$ cat config.mk
export PLATFORM = sky130hd
export DESIGN_NAME = stream_gate_policer
export DESIGN_NICKNAME = d
export VERILOG_FILES = /design/src/rtl/sgp_pkg.sv /design/src/rtl/sgp_stream_lookup.sv /design/src/rtl/sgp_window_eval.sv /design/src/rtl/sgp_drop_counters.sv /design/src/rtl/stream_gate_policer.sv
export SDC_FILE = /design/constraint.sdc
export NUM_CORES = 2
export LEC_CHECK = 0
export BUFFER_PORTS_ARGS = -buffer_cell sky130_fd_sc_hd__buf_4
export CORE_MARGIN = 5
export CORE_UTILIZATION = 45
export DETAILED_ROUTE_END_ITERATION = 10
export PLACE_DENSITY = 0.61
export RECOVER_POWER = 50
export SLEW_MARGIN = 20
export SYNTH_ARGS = -nofsm -noshare
export SYNTH_HDL_FRONTEND = slang
export SYNTH_SLANG_ARGS = --single-unit
$ cat constraint.sdc
create_clock -name clk -period 244.2 [get_ports clk]
set_input_delay 48.84 -clock clk [delete_from_list [all_inputs] [get_ports clk]]
set_output_delay 48.84 -clock clk [all_outputs]
set_load 0.05 [all_outputs]
$ cat src/rtl/sgp_pkg.sv
package sgp_pkg;
  typedef enum logic [1:0] {
    CAUSE_NONE   = 2'd0,
    CAUSE_WINDOW = 2'd1,
    CAUSE_NODEST = 2'd2,
    CAUSE_LENGTH = 2'd3
  } cause_e;

  localparam int MAC_W = 48;
  localparam int VID_W = 12;
  localparam int PCP_W = 3;
endpackage

$ cat src/rtl/sgp_stream_lookup.sv
module sgp_stream_lookup
  import sgp_pkg::*;
#(
  parameter int NSTREAMS = 8,
  parameter int NPORTS   = 5,
  parameter int TS_W     = 32,
  parameter int WIN_W    = 16,
  parameter int LEN_W    = 14,
  localparam int IDX_W   = $clog2(NSTREAMS)
) (
  input  logic              clk,
  input  logic              rst_n,
  input  logic              wr_en,
  input  logic [IDX_W-1:0]  wr_idx,
  input  logic              wr_valid,
  input  logic [MAC_W-1:0]  wr_dmac,
  input  logic [VID_W-1:0]  wr_vid,
  input  logic [PCP_W-1:0]  wr_pcp,
  input  logic [NPORTS-1:0] wr_ports,
  input  logic              wr_trap,
  input  logic [LEN_W-1:0]  wr_maxlen,
  input  logic              wr_gated,
  input  logic [TS_W-1:0]   wr_base,
  input  logic [WIN_W-1:0]  wr_open,
  input  logic [WIN_W-1:0]  wr_close,
  input  logic [MAC_W-1:0]  key_dmac,
  input  logic [VID_W-1:0]  key_vid,
  input  logic [PCP_W-1:0]  key_pcp,
  output logic              hit,
  output logic [IDX_W-1:0]  sel,
  output logic [NPORTS-1:0] sel_ports,
  output logic              sel_trap,
  output logic [LEN_W-1:0]  sel_maxlen,
  output logic              sel_gated,
  output logic [TS_W-1:0]   sel_base,
  output logic [WIN_W-1:0]  sel_open,
  output logic [WIN_W-1:0]  sel_close
);
  logic              t_valid  [NSTREAMS];
  logic [MAC_W-1:0]  t_dmac   [NSTREAMS];
  logic [VID_W-1:0]  t_vid    [NSTREAMS];
  logic [PCP_W-1:0]  t_pcp    [NSTREAMS];
  logic [NPORTS-1:0] t_ports  [NSTREAMS];
  logic              t_trap   [NSTREAMS];
  logic [LEN_W-1:0]  t_maxlen [NSTREAMS];
  logic              t_gated  [NSTREAMS];
  logic [TS_W-1:0]   t_base   [NSTREAMS];
  logic [WIN_W-1:0]  t_open   [NSTREAMS];
  logic [WIN_W-1:0]  t_close  [NSTREAMS];
  logic [NSTREAMS-1:0] match_vec;

  for (genvar g = 0; g < NSTREAMS; g++) begin : g_entry
    always_ff @(posedge clk or negedge rst_n) begin
      if (!rst_n) begin
        t_valid[g]  <= 1'b0;
        t_dmac[g]   <= '0;
        t_vid[g]    <= '0;
        t_pcp[g]    <= '0;
        t_ports[g]  <= '0;
        t_trap[g]   <= 1'b0;
        t_maxlen[g] <= '0;
        t_gated[g]  <= 1'b0;
        t_base[g]   <= '0;
        t_open[g]   <= '0;
        t_close[g]  <= '0;
      end else if (wr_en && wr_idx == IDX_W'(g)) begin
        t_valid[g]  <= wr_valid;
        t_dmac[g]   <= wr_dmac;
        t_vid[g]    <= wr_vid;
        t_pcp[g]    <= wr_pcp;
        t_ports[g]  <= wr_ports;
        t_trap[g]   <= wr_trap;
        t_maxlen[g] <= wr_maxlen;
        t_gated[g]  <= wr_gated;
        t_base[g]   <= wr_base;
        t_open[g]   <= wr_open;
        t_close[g]  <= wr_close;
      end
    end

    assign match_vec[g] = t_valid[g] && (t_dmac[g] == key_dmac) &&
                          (t_vid[g] == key_vid) && (t_pcp[g] == key_pcp);
  end

  always_comb begin
    sel = '0;
    for (int i = NSTREAMS - 1; i >= 0; i--) begin
      if (match_vec[i]) sel = IDX_W'(i);
    end
  end

  assign hit        = |match_vec;
  assign sel_ports  = t_ports[sel];
  assign sel_trap   = t_trap[sel];
  assign sel_maxlen = t_maxlen[sel];
  assign sel_gated  = t_gated[sel];
  assign sel_base   = t_base[sel];
  assign sel_open   = t_open[sel];
  assign sel_close  = t_close[sel];
endmodule

$ cat src/rtl/sgp_window_eval.sv
module sgp_window_eval #(
  parameter int TS_W  = 32,
  parameter int WIN_W = 16
) (
  input  logic [TS_W-1:0]  ts,
  input  logic [TS_W-1:0]  base,
  input  logic [WIN_W-1:0] open_len,
  input  logic [WIN_W-1:0] close_len,
  output logic             is_open
);
  function automatic logic window_open(input logic [TS_W-1:0]  t,
                                       input logic [TS_W-1:0]  b,
                                       input logic [WIN_W-1:0] op,
                                       input logic [WIN_W-1:0] cl);
    logic [WIN_W:0]  period;
    logic [TS_W-1:0] elapsed;
    logic [TS_W-1:0] phase;
    period = {1'b0, op} + {1'b0, cl};
    if (op == '0 || t < b) return 1'b0;
    elapsed = t - b;
    phase   = elapsed % TS_W'(period);
    return phase < TS_W'(op);
  endfunction

  assign is_open = window_open(ts, base, open_len, close_len);
endmodule

$ cat src/rtl/sgp_drop_counters.sv
module sgp_drop_counters #(
  parameter int NSTREAMS = 8,
  parameter int CNT_W    = 8,
  localparam int IDX_W   = $clog2(NSTREAMS)
) (
  input  logic             clk,
  input  logic             rst_n,
  input  logic             inc_en,
  input  logic [IDX_W-1:0] inc_idx,
  input  logic             clr_en,
  input  logic [IDX_W-1:0] sel_idx,
  output logic [CNT_W-1:0] sel_val
);
  localparam logic [CNT_W-1:0] CNT_MAX = '1;
  logic [CNT_W-1:0] cnt [NSTREAMS];

  for (genvar g = 0; g < NSTREAMS; g++) begin : g_cnt
    always_ff @(posedge clk or negedge rst_n) begin
      if (!rst_n)
        cnt[g] <= '0;
      else if (clr_en && sel_idx == IDX_W'(g))
        cnt[g] <= '0;
      else if (inc_en && inc_idx == IDX_W'(g) && cnt[g] != CNT_MAX)
        cnt[g] <= cnt[g] + 1'b1;
    end
  end

  assign sel_val = cnt[sel_idx];
endmodule

$ cat src/rtl/stream_gate_policer.sv
module stream_gate_policer
  import sgp_pkg::*;
#(
  parameter int NSTREAMS = 8,
  parameter int NPORTS   = 5,
  parameter int TS_W     = 32,
  parameter int WIN_W    = 16,
  parameter int LEN_W    = 14,
  parameter int CNT_W    = 8,
  localparam int IDX_W   = $clog2(NSTREAMS)
) (
  input  logic              clk,
  input  logic              rst_n,
  input  logic              cfg_we,
  input  logic [IDX_W-1:0]  cfg_idx,
  input  logic              cfg_valid,
  input  logic [47:0]       cfg_dmac,
  input  logic [11:0]       cfg_vid,
  input  logic [2:0]        cfg_pcp,
  input  logic [NPORTS-1:0] cfg_ports,
  input  logic              cfg_trap,
  input  logic [LEN_W-1:0]  cfg_maxlen,
  input  logic              cfg_gated,
  input  logic [TS_W-1:0]   cfg_base,
  input  logic [WIN_W-1:0]  cfg_open,
  input  logic [WIN_W-1:0]  cfg_close,
  input  logic              frm_valid,
  input  logic [47:0]       frm_dmac,
  input  logic [11:0]       frm_vid,
  input  logic [2:0]        frm_pcp,
  input  logic [LEN_W-1:0]  frm_len,
  input  logic [TS_W-1:0]   frm_ts,
  input  logic              cnt_clr,
  input  logic [IDX_W-1:0]  cnt_idx,
  output logic              out_valid,
  output logic              out_hit,
  output logic              out_pass,
  output logic [IDX_W-1:0]  out_idx,
  output logic [NPORTS-1:0] out_ports,
  output logic              out_trap,
  output logic [1:0]        out_cause,
  output logic [CNT_W-1:0]  cnt_val
);
  logic              lk_hit;
  logic [IDX_W-1:0]  lk_sel;
  logic [NPORTS-1:0] lk_ports;
  logic              lk_trap;
  logic [LEN_W-1:0]  lk_maxlen;
  logic              lk_gated;
  logic [TS_W-1:0]   lk_base;
  logic [WIN_W-1:0]  lk_open;
  logic [WIN_W-1:0]  lk_close;
  logic              win_is_open;
  logic              win_ok, dest_ok, len_ok;
  cause_e            cause_now;
  logic              drop_evt;

  sgp_stream_lookup #(
    .NSTREAMS(NSTREAMS), .NPORTS(NPORTS), .TS_W(TS_W),
    .WIN_W(WIN_W), .LEN_W(LEN_W)
  ) lookup_i (
    .clk(clk), .rst_n(rst_n),
    .wr_en(cfg_we), .wr_idx(cfg_idx), .wr_valid(cfg_valid),
    .wr_dmac(cfg_dmac), .wr_vid(cfg_vid), .wr_pcp(cfg_pcp),
    .wr_ports(cfg_ports), .wr_trap(cfg_trap), .wr_maxlen(cfg_maxlen),
    .wr_gated(cfg_gated), .wr_base(cfg_base), .wr_open(cfg_open),
    .wr_close(cfg_close),
    .key_dmac(frm_dmac), .key_vid(frm_vid), .key_pcp(frm_pcp),
    .hit(lk_hit), .sel(lk_sel), .sel_ports(lk_ports), .sel_trap(lk_trap),
    .sel_maxlen(lk_maxlen), .sel_gated(lk_gated), .sel_base(lk_base),
    .sel_open(lk_open), .sel_close(lk_close)
  );

  sgp_window_eval #(.TS_W(TS_W), .WIN_W(WIN_W)) window_i (
    .ts(frm_ts), .base(lk_base), .open_len(lk_open),
    .close_len(lk_close), .is_open(win_is_open)
  );

  assign win_ok  = !lk_gated || win_is_open;
  assign dest_ok = (|lk_ports) || lk_trap;
  assign len_ok  = frm_len <= lk_maxlen;

  always_comb begin
    if (!lk_hit)       cause_now = CAUSE_NONE;
    else if (!win_ok)  cause_now = CAUSE_WINDOW;
    else if (!dest_ok) cause_now = CAUSE_NODEST;
    else if (!len_ok)  cause_now = CAUSE_LENGTH;
    else               cause_now = CAUSE_NONE;
  end

  assign drop_evt = frm_valid && lk_hit && (cause_now != CAUSE_NONE);

  sgp_drop_counters #(.NSTREAMS(NSTREAMS), .CNT_W(CNT_W)) counters_i (
    .clk(clk), .rst_n(rst_n),
    .inc_en(drop_evt), .inc_idx(lk_sel),
    .clr_en(cnt_clr), .sel_idx(cnt_idx), .sel_val(cnt_val)
  );

  always_ff @(posedge clk or negedge rst_n) begin
    if (!rst_n) begin
      out_valid <= 1'b0;
      out_hit   <= 1'b0;
      out_pass  <= 1'b0;
      out_idx   <= '0;
      out_ports <= '0;
      out_trap  <= 1'b0;
      out_cause <= '0;
    end else if (frm_valid) begin
      out_valid <= 1'b1;
      out_hit   <= lk_hit;
      out_pass  <= (cause_now == CAUSE_NONE);
      out_idx   <= lk_hit ? lk_sel : '0;
      out_ports <= lk_hit ? lk_ports : '0;
      out_trap  <= lk_hit && lk_trap;
      out_cause <= cause_now;
    end else begin
      out_valid <= 1'b0;
      out_hit   <= 1'b0;
      out_pass  <= 1'b0;
      out_idx   <= '0;
      out_ports <= '0;
      out_trap  <= 1'b0;
      out_cause <= '0;
    end
  end
endmodule

==> results by group <==
Outcome
  – Outcome: complete, but fails checks
  – Violations in the final reports: max-capacitance violations, max-slew violations

Cells and area
  – Ratio of cells with drive above 1 in the final layout: 23.92%
  – Final Cell Area: 96140 µm²
  – Fill count: 17671
  – Synth-to-layout area growth: 10.30%
  – Core Util, Final: 49.92%
  – Nets@finish: 9487

Clock network
  – Clock latency on the worst-skew pair: 790 ps
  – CTS tree: yes
  – CTS Sinks: 1270
  – H-Tree Depth: 4
  – CTS root buf: clkbuf_16
  – Clk buf depth: 3
  – Clk pin slew, worst setup/hold paths: 60 ps
  – Post-CTS Setup Bufs: 0
  – Post-CTS sizing: 0
  – Hold-fix buffers, CTS: 0
  – Number of buffers created by CTS: 131

Synthesis
  – Leading cell types by total area after synthesis: dfrtp_1, mux2_2, ha_1
  – Commonest register cell after synthesis: dfrtp_1
  – XOR/XNOR share of the synthesized area: 5.778%
  – Synthesis warning total: 0
  – Syn_nets: 9364
  – Async S/R FF share, synth: 100.0%
  – Main combinational cell family by area after synthesis: multiplexers
  – Simple-Gate Fraction of Synth Area: 12.43%
  – Mux share of post-synthesis cell area: 21.16%
  – Cell area after synthesis: 87160 µm²
  – Seq cells post-synth: 1270
  – Distinct cells, synth: 129
  – Post-Synth Adder-Cell Area: 7.172%
  – Share of Yosys cell area claimed by the top area cell type: 36.46%
  – Syn avg cell area: 10.14 µm²
  – Complex-gate fraction of the synthesized area: 14.06%
  – EDFF count, synth: 0
  – Cells after Synth: 8598
  – Sequential share of the synthesized area: 36.46%
  – Top cell type by total area after synthesis: dfrtp_1

Timing
  – Hold Vio Cnt, Final: 0
  – Unrepaired setup endpoints after global routing: false
  – Setup TNS: 0 ps
  – Measured slew at the worst slew-check pin: 8999 ps
  – Final WS setup: 78740 ps
  – Rel. slew slack: -500.0%
  – Max-slew violation count: 1592
  – Post-Route Skew: 28.53 ps
  – FMAX: 0.006044 GHz
  – # setup viols final: 0
  – Crit share post-route: 67.76%
  – Post-layout min period: 165460 ps

Floorplan
  – I/O pins: 291
  – Chip width: 450.1 µm
  – Total Die Area: 202600 µm²
  – # rows: 161
  – Initial core utilization: 45.26%
  – CORE AREA: 192600 µm²
  – Die Y-Extent: 450.1 µm

Global route
  – Met2 global-route usage: 46.99%
  – Grt ovf: 0
  – Vias in the first global route: 69962
  – First-pass GRT wire length: 440100 µm
  – Antenna violations before repair: 28
  – Largest net degree at the start of global routing: 175
  – Top Usage Layer GRT: met2
  – GRT Total Usage: 27.96%
  – Met1 Use GR: 37.04%
  – GRT met3 Usage: 3.659%

Setup path
  – Worst flop-to-flop path startpoint: lookup_i.t_vid[33]
  – CP Class: input pin to register
  – Worst setup SP type: input pin
  – R2R cell count: 483
  – Flop2flop setup slack: 126650 ps
  – Reg2reg end: counters_i.cnt[17]
  – Crit-path max FO: 51
  – CP endpoint kind: register
  – Worst path slowest cell: nor4_1
  – Crit path DAT: 166100 ps
  – Crit path top cell by count: o21a_1
  – Worst Path Required: 244830 ps
  – CP max stage delay: 1000 ps

Route
  – Drt first-iter violations: 5502
  – Final WL: 291500 µm
  – Number of routed nets with antenna violations: 0
  – Via density: 6.163
  – DRC: 0
  – DRT Pass-1 Iters: 6
  – WL/cell: 25.67 µm
  – Vias: 69977

Placed design
  – DP Area: 91910 µm²
  – Hpwl dp: 210200 µm
  – Dpl ws: 79780 ps
  – GP Congestion: 0.9700
  – IO buf count: 290

Min path
  – Hold Path Sink: lookup_i.t_base[169]
  – Min-delay src: lookup_i.t_base[169]
  – HP Class: register to register
  – Hold path cells: 1

Run
  – Max Cap Violations: 20
-- logic make-up after synthesis --
kind of cell             after synthesis
multiplexers                        1649
XOR/XNOR                             575
flip-flops                          1270
buffers and inverters                648
AND/OR/NAND/NOR                     2151
adder cells (fa/ha/maj)              498
AO/OA/AOI/OAI                       1807
-- final cells by class --
cell class	instances	area, µm²	area share [%]
Timing Repair Buffer	386	2808	2.920
Inverter	252	945.9	0.9838
Tap cell	2526	3161	3.287
Sequential cell	1270	31780	33.06
Clock buffer	201	3975	4.135
Clock inverter	33	475.5	0.4945
Antenna cell	7	17.52	0.01822
Multi-Input combinational cell	6680	52980	55.11
-- sequential cells by signal (all words and copies together) (netlist names) --
name	flops
counters_i.cnt	64
lookup_i.t_dmac	384
lookup_i.t_gated	8
lookup_i.t_trap	8
lookup_i.t_pcp	24
out_valid	1
lookup_i.t_valid	8
lookup_i.t_base	256
out_pass	1
lookup_i.t_close	128
out_idx	3
lookup_i.t_maxlen	112
lookup_i.t_open	128
lookup_i.t_vid	96
out_ports	5
out_cause	2
out_trap	1
lookup_i.t_ports	40
out_hit	1
-- worst max-delay path by stage --
stage	start	endpoint	slack (ps)	depth (start not counted)
floorplan	frm_dmac[41]	counters_i.cnt[17]	87530	529
global placement	frm_vid[6]	counters_i.cnt[17]	82030	482
detailed placement	frm_vid[9]	counters_i.cnt[17]	79780	483
CTS	frm_vid[9]	counters_i.cnt[17]	80040	484
global route	frm_vid[9]	counters_i.cnt[17]	69350	489
finish	frm_vid[9]	counters_i.cnt[17]	78740	484
-- cell usage after synthesis (200+ instances only) --
| cell type | instances |
|---|---|
| mux2_2 | 1363 |
| dfrtp_1 | 1270 |
| nor2_1 | 512 |
| nand2_1 | 510 |
| ha_1 | 494 |
| a21oi_1 | 433 |
| xnor2_1 | 375 |
| clkbuf_1 | 311 |
| o21ai_0 | 272 |
| mux2i_1 | 260 |
| nor3_1 | 257 |
| inv_1 | 249 |
| o21a_1 | 212 |
| xor2_1 | 200 |
-- per-stage QoR --
| stage | cells | hold WS (ps) |
|---|---|---|
| final | 11355 | 496.2 |
| after global routing | 11352 | 503.1 |
| after CTS | 11347 | 499.7 |
| after detailed placement | 11113 | 487.0 |
| after global placement | 11113 | 480.8 |
| after floorplan | 8598 | 472.7 |
-- cells in the final DEF (no fill, tap or decap), drive strengths merged, types with 21 or more instances in the layout --
cell,count
or3,59
clkbuf,238
nand2,514
a21boi,21
nand2b,56
nor2b,94
nand3,135
o22ai,65
o2bb2ai,23
a21o,77
nor2,514
and3,47
ha,494
o21ai,301
and2,66
mux2,1371
inv,259
dfrtp,1270
a21oi,434
o21a,213
or2,66
a221oi,29
o31ai,130
o211ai,55
a22o,26
a31oi,48
o21bai,26
xnor2,375
nor3,262
nor4,100
a211oi,132
buf,349
mux2i,262
nand4,146
xor2,200
-- per-layer routing --
metal  part of all wire, %  vias up
li1                      -    32043
met4                   4.0        6
met2                    47     2050
met5                 0.010        -
met3                   5.2      491
met1                    43    35387
-- critical path, delay by kind of cell --
kind / cells / cell delay (ps)
AO/OA/AOI/OAI: 287 / 66440
XOR/XNOR: 1 / 410
adder cells (fa/ha/maj): 33 / 10520
buffers and inverters: 22 / 4940
multiplexers: 13 / 4140
AND/OR/NAND/NOR: 128 / 30340
Power is left out: the tool's default activity adds up to more than one toggle a clock period on the data nets, which glitch-free logic cannot reach.
